==> src/rtl/gpio_irq_pkg.sv <==
package gpio_irq_pkg;
    localparam int BUS_W = 32;

    typedef enum logic [2:0] {
        RIDX_IN   = 3'd0,
        RIDX_OUT  = 3'd1,
        RIDX_OE   = 3'd2,
        RIDX_STAT = 3'd3,
        RIDX_CLR  = 3'd4,
        RIDX_EN   = 3'd5,
        RIDX_EDGE = 3'd6,
        RIDX_POL  = 3'd7
    } reg_idx_e;

    typedef struct packed {
        logic             sel;
        logic             wr;
        reg_idx_e         idx;
        logic [BUS_W-1:0] wdata;
    } bus_req_t;

    function automatic logic is_write(bus_req_t r, reg_idx_e which);
        return r.sel && r.wr && (r.idx == which);
    endfunction
endpackage

==> src/rtl/gpio_in_sync.sv <==
module gpio_in_sync #(
    parameter int N = 32
) (
    input  logic         clk,
    input  logic         rst,
    input  logic [N-1:0] raw_in,
    output logic [N-1:0] sync_out
);
    for (genvar i = 0; i < N; i++) begin : g_line
        logic meta_q, stable_q;
        always_ff @(posedge clk) begin
            if (rst) begin
                meta_q   <= 1'b0;
                stable_q <= 1'b0;
            end else begin
                meta_q   <= raw_in[i];
                stable_q <= meta_q;
            end
        end
        assign sync_out[i] = stable_q;
    end
endmodule

==> src/rtl/gpio_trig_detect.sv <==
module gpio_trig_detect #(
    parameter int N = 32
) (
    input  logic         clk,
    input  logic         rst,
    input  logic [N-1:0] level_in,
    input  logic [N-1:0] edge_sel,
    input  logic [N-1:0] pol,
    output logic [N-1:0] trig
);
    logic [N-1:0] prev_q;

    always_ff @(posedge clk) begin
        if (rst) prev_q <= '0;
        else     prev_q <= level_in;
    end

    for (genvar i = 0; i < N; i++) begin : g_line
        logic lvl_hit, edge_hit;
        always_comb begin
            lvl_hit  = (level_in[i] == pol[i]);
            edge_hit = pol[i] ? (level_in[i] & ~prev_q[i])
                              : (~level_in[i] & prev_q[i]);
            trig[i]  = edge_sel[i] ? edge_hit : lvl_hit;
        end
    end
endmodule

==> src/rtl/gpio_regfile.sv <==
module gpio_regfile
    import gpio_irq_pkg::*;
#(
    parameter int N = 32
) (
    input  logic             clk,
    input  logic             rst,
    input  bus_req_t         req,
    output logic [BUS_W-1:0] rdata,
    input  logic [N-1:0]     in_val,
    input  logic [N-1:0]     trig,
    output logic [N-1:0]     out_val,
    output logic [N-1:0]     oe,
    output logic [N-1:0]     en,
    output logic [N-1:0]     edge_sel,
    output logic [N-1:0]     pol,
    output logic [N-1:0]     status,
    output logic [N-1:0]     clr_mask,
    output logic             en_wr
);
    logic [N-1:0] wd;
    assign wd       = req.wdata[N-1:0];
    assign en_wr    = is_write(req, RIDX_EN);
    assign clr_mask = is_write(req, RIDX_CLR) ? wd : '0;

    always_ff @(posedge clk) begin
        if (rst) begin
            out_val  <= '0;
            oe       <= '0;
            en       <= '0;
            edge_sel <= '0;
            pol      <= '0;
            status   <= '0;
        end else begin
            if (is_write(req, RIDX_OUT))  out_val  <= wd;
            if (is_write(req, RIDX_OE))   oe       <= wd;
            if (en_wr)                    en       <= wd;
            if (is_write(req, RIDX_EDGE)) edge_sel <= wd;
            if (is_write(req, RIDX_POL))  pol      <= wd;
            // new trigger takes priority over a simultaneous clear
            status <= (status & ~clr_mask) | trig;
        end
    end

    always_comb begin
        rdata = '0;
        unique case (req.idx)
            RIDX_IN:   rdata[N-1:0] = in_val;
            RIDX_OUT:  rdata[N-1:0] = out_val;
            RIDX_OE:   rdata[N-1:0] = oe;
            RIDX_STAT: rdata[N-1:0] = status;
            RIDX_CLR:  rdata[N-1:0] = '0;
            RIDX_EN:   rdata[N-1:0] = en;
            RIDX_EDGE: rdata[N-1:0] = edge_sel;
            RIDX_POL:  rdata[N-1:0] = pol;
            default:   rdata = '0;
        endcase
    end
endmodule

==> src/rtl/gpio_irq_bank.sv <==
module gpio_irq_bank
    import gpio_irq_pkg::*;
#(
    parameter int NUM_LINES = 32
) (
    input  logic                 clk,
    input  logic                 rst,
    input  logic                 bus_sel,
    input  logic                 bus_wr,
    input  logic [2:0]           bus_word,
    input  logic [BUS_W-1:0]     bus_wdata,
    output logic [BUS_W-1:0]     bus_rdata,
    input  logic [NUM_LINES-1:0] pin_in,
    output logic [NUM_LINES-1:0] pin_out,
    output logic [NUM_LINES-1:0] pin_oe,
    output logic                 irq_out
);
    localparam int N = NUM_LINES;

    bus_req_t     req;
    logic [N-1:0] sync_w, trig_w, out_w, oe_w, en_w, edge_w, pol_w;
    logic [N-1:0] status_w, clr_mask_w;
    logic         en_wr_w;

    assign req = '{sel: bus_sel, wr: bus_wr, idx: reg_idx_e'(bus_word), wdata: bus_wdata};

    gpio_in_sync #(.N(N)) sync_i (
        .clk(clk), .rst(rst), .raw_in(pin_in), .sync_out(sync_w)
    );

    gpio_trig_detect #(.N(N)) det_i (
        .clk(clk), .rst(rst), .level_in(sync_w), .edge_sel(edge_w),
        .pol(pol_w), .trig(trig_w)
    );

    gpio_regfile #(.N(N)) regs_i (
        .clk(clk), .rst(rst), .req(req), .rdata(bus_rdata),
        .in_val(sync_w), .trig(trig_w),
        .out_val(out_w), .oe(oe_w), .en(en_w), .edge_sel(edge_w),
        .pol(pol_w), .status(status_w), .clr_mask(clr_mask_w),
        .en_wr(en_wr_w)
    );

    assign pin_out = out_w;
    assign pin_oe  = oe_w;
    assign irq_out = |(status_w & en_w);
endmodule

==> config.mk <==
export PLATFORM = sky130hd
export DESIGN_NAME = gpio_irq_bank
export DESIGN_NICKNAME = d
export VERILOG_FILES = /design/src/rtl/gpio_irq_pkg.sv /design/src/rtl/gpio_in_sync.sv /design/src/rtl/gpio_trig_detect.sv /design/src/rtl/gpio_regfile.sv /design/src/rtl/gpio_irq_bank.sv
export SDC_FILE = /design/constraint.sdc
export NUM_CORES = 1
export LEC_CHECK = 0
export ABC_AREA = 1
export BUFFER_PORTS_ARGS = -buffer_cell sky130_fd_sc_hd__buf_2
export CAP_MARGIN = 15
export CORE_MARGIN = 8
export CORE_UTILIZATION = 53
export DETAILED_ROUTE_END_ITERATION = 16
export GPL_ROUTABILITY_DRIVEN = 0
export PLACE_DENSITY = 0.77
export SLEW_MARGIN = 40
export SYNTH_ARGS = -nofsm -noshare
export SYNTH_HDL_FRONTEND = slang
export SYNTH_HIERARCHICAL = 1
export SYNTH_SLANG_ARGS = --single-unit
==> constraint.sdc <==
create_clock -name clk -period 1.1 [get_ports clk]
set_clock_uncertainty 0.1 [all_clocks]
set_input_delay 0.11 -clock clk [delete_from_list [all_inputs] [get_ports clk]]
set_output_delay 0.11 -clock clk [all_outputs]
set_load 0.005 [all_outputs]
# ---- After elaboration in Yosys (flattened, before gate mapping)
# Cells that the tools add are included.
dict set report totals {
  ff_bits 288
  out_inout_bits 97
  word_cells 317
}
dict set report classes {
  n_eq_ne 39
  muxes 66
  bitwise 132
  reduce_logical 9
}
# operator n
set op_table {}
lappend op_table {{$pmux 32 s8} 1}
lappend op_table {{$and 1x1->1} 64}
lappend op_table {{$and 32x32->32} 2}
lappend op_table {{$mux 1} 64}
lappend op_table {{$not 1->1} 64}
lappend op_table {{$eq 1x1->1} 32}
lappend op_table {{$mux 32} 1}
lappend op_table {{$not 32->32} 1}
lappend op_table {{$or 32x32->32} 1}
lappend op_table {{$reduce_or 32->1} 1}
lappend op_table {{$eq 3x3->1 const B} 4}
lappend op_table {{$logic_and 1x1->1} 7}
lappend op_table {{$eq 3x2->1 const B} 2}
lappend op_table {{$eq 3x1->1 const B} 1}
lappend op_table {{$logic_not 3->1} 1}

# ---- Logic depth before layout (Yosys ltp)
dict set report depth {
  word_depth 6
  ltp_mapped 9
  ltp_nobuf 7
}

# ---- Hierarchy
# The synthesis kept the hierarchy.
# module n_inst cells_per_inst area_per_inst_um2 seq_area_each_um2
set by_module_without_submodules {}
lappend by_module_without_submodules {gpio_regfile 1 1534 9467.8 3843.7}
lappend by_module_without_submodules {gpio_in_sync 1 231 2080.7 1281.2}
lappend by_module_without_submodules {gpio_trig_detect 1 387 1995.7 640.6}
lappend by_module_without_submodules {gpio_irq_bank 1 63 236.5 0.0}

# ---- Worst setup path before layout
# OpenSTA, ideal clock, no wires.
dict set report synth_path {
  path_type {input-to-output}
  start {in bus_word[1]}
  end {out bus_rdata[10]}
  arrival_time_ns 1.058
  setup_slack_ns -0.168
  cell_stages 5
  path_buffers 2
  path_cell_list {buf_2 > nor3_1 > clkbuf_1 > nand2_1 > nand3_1}
}
dict set report synth_via {
  elab_chain_len 2
  elab_cells_between_ends 9
  cone_classes {7 x eq/ne; 1 x mux; 1 x reduce/logical}
}
# item line
set synth_rtl {}
lappend synth_rtl {{from (decl)} gpio_irq_bank.sv:10} ;# input logic [2:0] bus_word,
lappend synth_rtl {{$eq 3x3->1 (tied with other cells)} gpio_regfile.sv:47} ;# unique case (req.idx)
lappend synth_rtl {{$pmux 32 s8 (*)} gpio_regfile.sv:47}
lappend synth_rtl {{to (decl)} gpio_irq_bank.sv:12} ;# output logic [BUS_W-1:0] bus_rdata,
# Every way passes the cells marked *; elsewhere a longest branch is shown, timed or not.

# ---- Worst setup path after layout
dict set report layout_path {
  start {reg regs_i.status[6]}
  end {out bus_rdata[6]}
}
dict set report layout_via {
  elab_chain_len 1
}
# item line
set layout_rtl {}
lappend layout_rtl {{from (decl)} gpio_regfile.sv:17} ;# output logic [N-1:0] status,
lappend layout_rtl {{from (signal assigned)} gpio_regfile.sv:41} ;# status <= (status & ~clr_mask) | trig;
lappend layout_rtl {{$pmux 32 s8} gpio_regfile.sv:47}
# Every way passes these cells.

==> tab_implementation.tex <==
\begin{tabular}{lr}
\hline
Metric & Value \\
\hline
\multicolumn{2}{l}{\textbf{Outcome}} \\
\quad Result of the run & finished with violations \\
\quad Violated checks & hold timing, setup timing \\
\multicolumn{2}{l}{\textbf{Finish}} \\
\quad Diodes inserted & 0 \\
\quad Non-filler cells, final & 2901 \\
\quad Filler instances & $\sim$1700 \\
\quad Most common library cell in the layout ignoring fill and taps & nand2\_1 \\
\quad Fraction of final layout cells with drive strength greater than 1 & 27.23\% \\
\quad Layout area overhead & 42.76\% \\
\quad Count of nets after finishing & between 2000 and 3000 \\
\quad Highest-count cells in the layout ignoring fill and taps & 544 x nand2\_1, 517 x nor2\_1, 279 x inv\_1, 169 x dfxtp\_1, 135 x buf\_6 \\
\quad Utilization of the core after routing & about 77\% \\
\multicolumn{2}{l}{\textbf{Drt}} \\
\quad Number of nets still failing antenna checks after routing & 0 \\
\quad Final routed wirelength across all metal layers & around 50000 um \\
\quad Wirelength per Cell & 16.74 um \\
\quad Iteration-0 DRC Markers & 2411 \\
\quad Post-route DRC & 0 \\
\quad DR vias & 15430 \\
\quad 1st-pass router iterations & 6 \\
\quad Ratio of routed vias to standard cells & 5.320 \\
\multicolumn{2}{l}{\textbf{Die}} \\
\quad Std cell rows & between 50 and 60 \\
\quad Initial cell density of the core & a little over half \\
\quad Floorplan core area & between 20000 and 30000 um\^{}2 \\
\quad Number of primary I/O pins & 168 \\
\quad Overall die area & around 31000 um\^{}2 \\
\quad Horizontal die dimension & between 150 and 200 um \\
\quad Y dimension of the die & between 150 and 200 um \\
\multicolumn{2}{l}{\textbf{Clock tree}} \\
\quad \# H-tree levels & 1 \\
\quad Clock-pin slew reported for the worst setup and hold paths after clock tree synthesis & around 0.060 ns \\
\quad CTS tree & built \\
\quad Cell at the root of the clock tree & clkbuf\_16 \\
\quad Sink Count & 288 \\
\quad Post-CTS Hold Buffers & approximately 100 \\
\quad Clock latency on the worst-skew pair & about 0.56 ns \\
\quad Total clock buffers created by CTS & 29 \\
\quad Worst-case clock buffer depth & 3 \\
\multicolumn{2}{l}{\textbf{Placed design}} \\
\quad Detailed placement HPWL & 31060 um \\
\quad Number of placed cells counting well taps & 2719 \\
\quad Post-place setup slack & -0.4063 ns \\
\quad Quantity of I/O buffers inserted on ports & about 170 \\
\multicolumn{2}{l}{\textbf{STA}} \\
\quad Shortest period the worst path allows & 1.805 ns \\
\quad Pins Over Slew Limit & 0 \\
\quad Worst rel slew slack & a little over two thirds \\
\quad Final worst setup slack & -0.7053 ns \\
\quad Portion of the clock cycle consumed by the worst path in the final layout & 164.1\% \\
\quad Final setup violation count & between 90 and 100 \\
\quad Setup repair after global routing missed its margin & true \\
\quad Worst Tran Pin Value & $\sim$0.44 ns \\
\quad Number of failing hold endpoints at the final stage & 67 \\
\quad Max Clk Rate & 0.5539 GHz \\
\quad Tightest hold margin & -0.06881 ns \\
\multicolumn{2}{l}{\textbf{Critical path}} \\
\quad Worst path buffer plus inverter count & 3 \\
\quad Slowest library cell on the worst path & dfxtp\_4 \\
\quad Register-to-register setup slack & about 0.03 ns \\
\quad Arrival time reported for the critical path endpoint & 1.60 ns \\
\quad Required arrival time at the worst endpoint & about 0.89 ns \\
\quad Maximum cell stage delay along the critical path & roughly 0.36 ns \\
\quad Class of the most critical setup path & flip-flop to output port \\
\quad Crit end category & output port \\
\quad Setup crit start kind & flip-flop \\
\quad Critical path, cell by cell & buf\_6, nand2\_2, nand2\_1, nor2\_1, buf\_4, nand3\_2, buf\_2 \\
\quad Critical path peak fanout & 3 \\
\quad Cell family with the largest share of critical-path delay & buffers and inverters \\
\multicolumn{2}{l}{\textbf{Hold path}} \\
\quad Type of the most critical hold path & primary input to flip-flop \\
\multicolumn{2}{l}{\textbf{Power and ir drop}} \\
\quad Total power divided by cell area & 1268 nW/um\^{}2 \\
\quad Worst IR drop on VDD & roughly 1.2 mV \\
\quad Leakage power & 9.590 nW \\
\multicolumn{2}{l}{\textbf{Synthesis}} \\
\quad Netlist Area Pre-Place & 13660 um\^{}2 \\
\quad Number of instances in the synthesized netlist & approximately 2200 \\
\quad Post-synthesis net count & approximately 2300 \\
\quad Avg Synthesized Cell Area & 6.258 um\^{}2 \\
\quad Total number of yosys warnings & 6 \\
\multicolumn{2}{l}{\textbf{Global routing}} \\
\quad Global-route congestion overflow total & 0 \\
\quad Pin count of the biggest net entering global routing & 56 \\
\quad First-pass GRT wire length & roughly 73000 um \\
\quad All-Layer GR Usage & roughly 29\% \\
\quad Number of global-route vias before repair & $\sim$14000 \\
\quad Initial antenna violation count & 0 \\
\multicolumn{2}{l}{\textbf{Run}} \\
\quad Count of max-cap constraint violations & 0 \\
\hline
\end{tabular}
repair_timing:
action | CTS | global route
pin swaps | 75 | 82
buffers inserted | 6 | 36
gates cloned | 0 | 2
resized for setup | 279 | 150
endpoints found under the setup margin | 97 | 143
endpoints found under the hold margin | 273 | 49
routing by layer:
metal	track usage [%]	share of wire (%)	routed length (um)
met4	10.19	3.9	1883
met3	5.768	14	6596
met1	40.11	40	19510
met2	43.20	42	20580
met5	0	0	0
flip-flops by register name, summed over array words and instances, names as in the netlist:
signal                  flops
regs_i/oe                  32
regs_i/edge_sel            32
sync_i/g_line.meta_q       32
regs_i/en                  32
regs_i/status              32
regs_i/out_val             32
regs_i/pol                 32
sync_i/g_line.stable_q     32
det_i/prev_q               32
tightest hold or removal path, stage by stage:
cell and delay, ns:
buf_4 0.15, buf_12 0.17, nor2_1 0.11
through the flow:
stage	TNS, ns	total power, mW	area [um^2]
final	-31.28	24.72	19500
after global routing	-33.95	25.45	19500
after CTS	-30.24	24.45	18850
after detailed placement	-64.92	13.65	15890
after global placement	-57.34	13.59	15890
after floorplan	-0.7755	12.56	13790
worst paths after layout:
kind,start,cells past startpoint,end
worst max-delay path,regs_i/status[6]$_SDFF_PP0_,7,bus_rdata[6]
worst min-delay path,rst,3,det_i/prev_q[16]$_SDFF_PP0_
worst max register to register,sync_i/g_line[2].stable_q$_SDFF_PP0_,6,regs_i/status[2]$_SDFF_PP0_
worst min register to register,sync_i/g_line[7].meta_q$_SDFF_PP0_,2,sync_i/g_line[7].stable_q$_SDFF_PP0_
cell type report:
class	count	area, um^2	area share, %
repair buffers	481	4506	23.10
inverters	294	1111	5.697
clock inverters	13	175.2	0.8982
well taps	330	412.9	2.117
clock buffers	40	847.1	4.343
flip-flops and latches	288	5952	30.52
multi-input cells	1455	6499	33.32
power by group:
group | internal (mW) | leakage, nW | switching [mW] | total [mW]
Combinational | 1.38 | 6.68 | 1.68 | 3.06
Sequential | 10.8 | 2.40 | 0.334 | 11.1
Clock | 6.30 | 0.507 | 4.23 | 10.5
Total | 18.5 | 9.59 | 6.25 | 24.7
No activity file was read; power rests on OpenSTA's default activity.
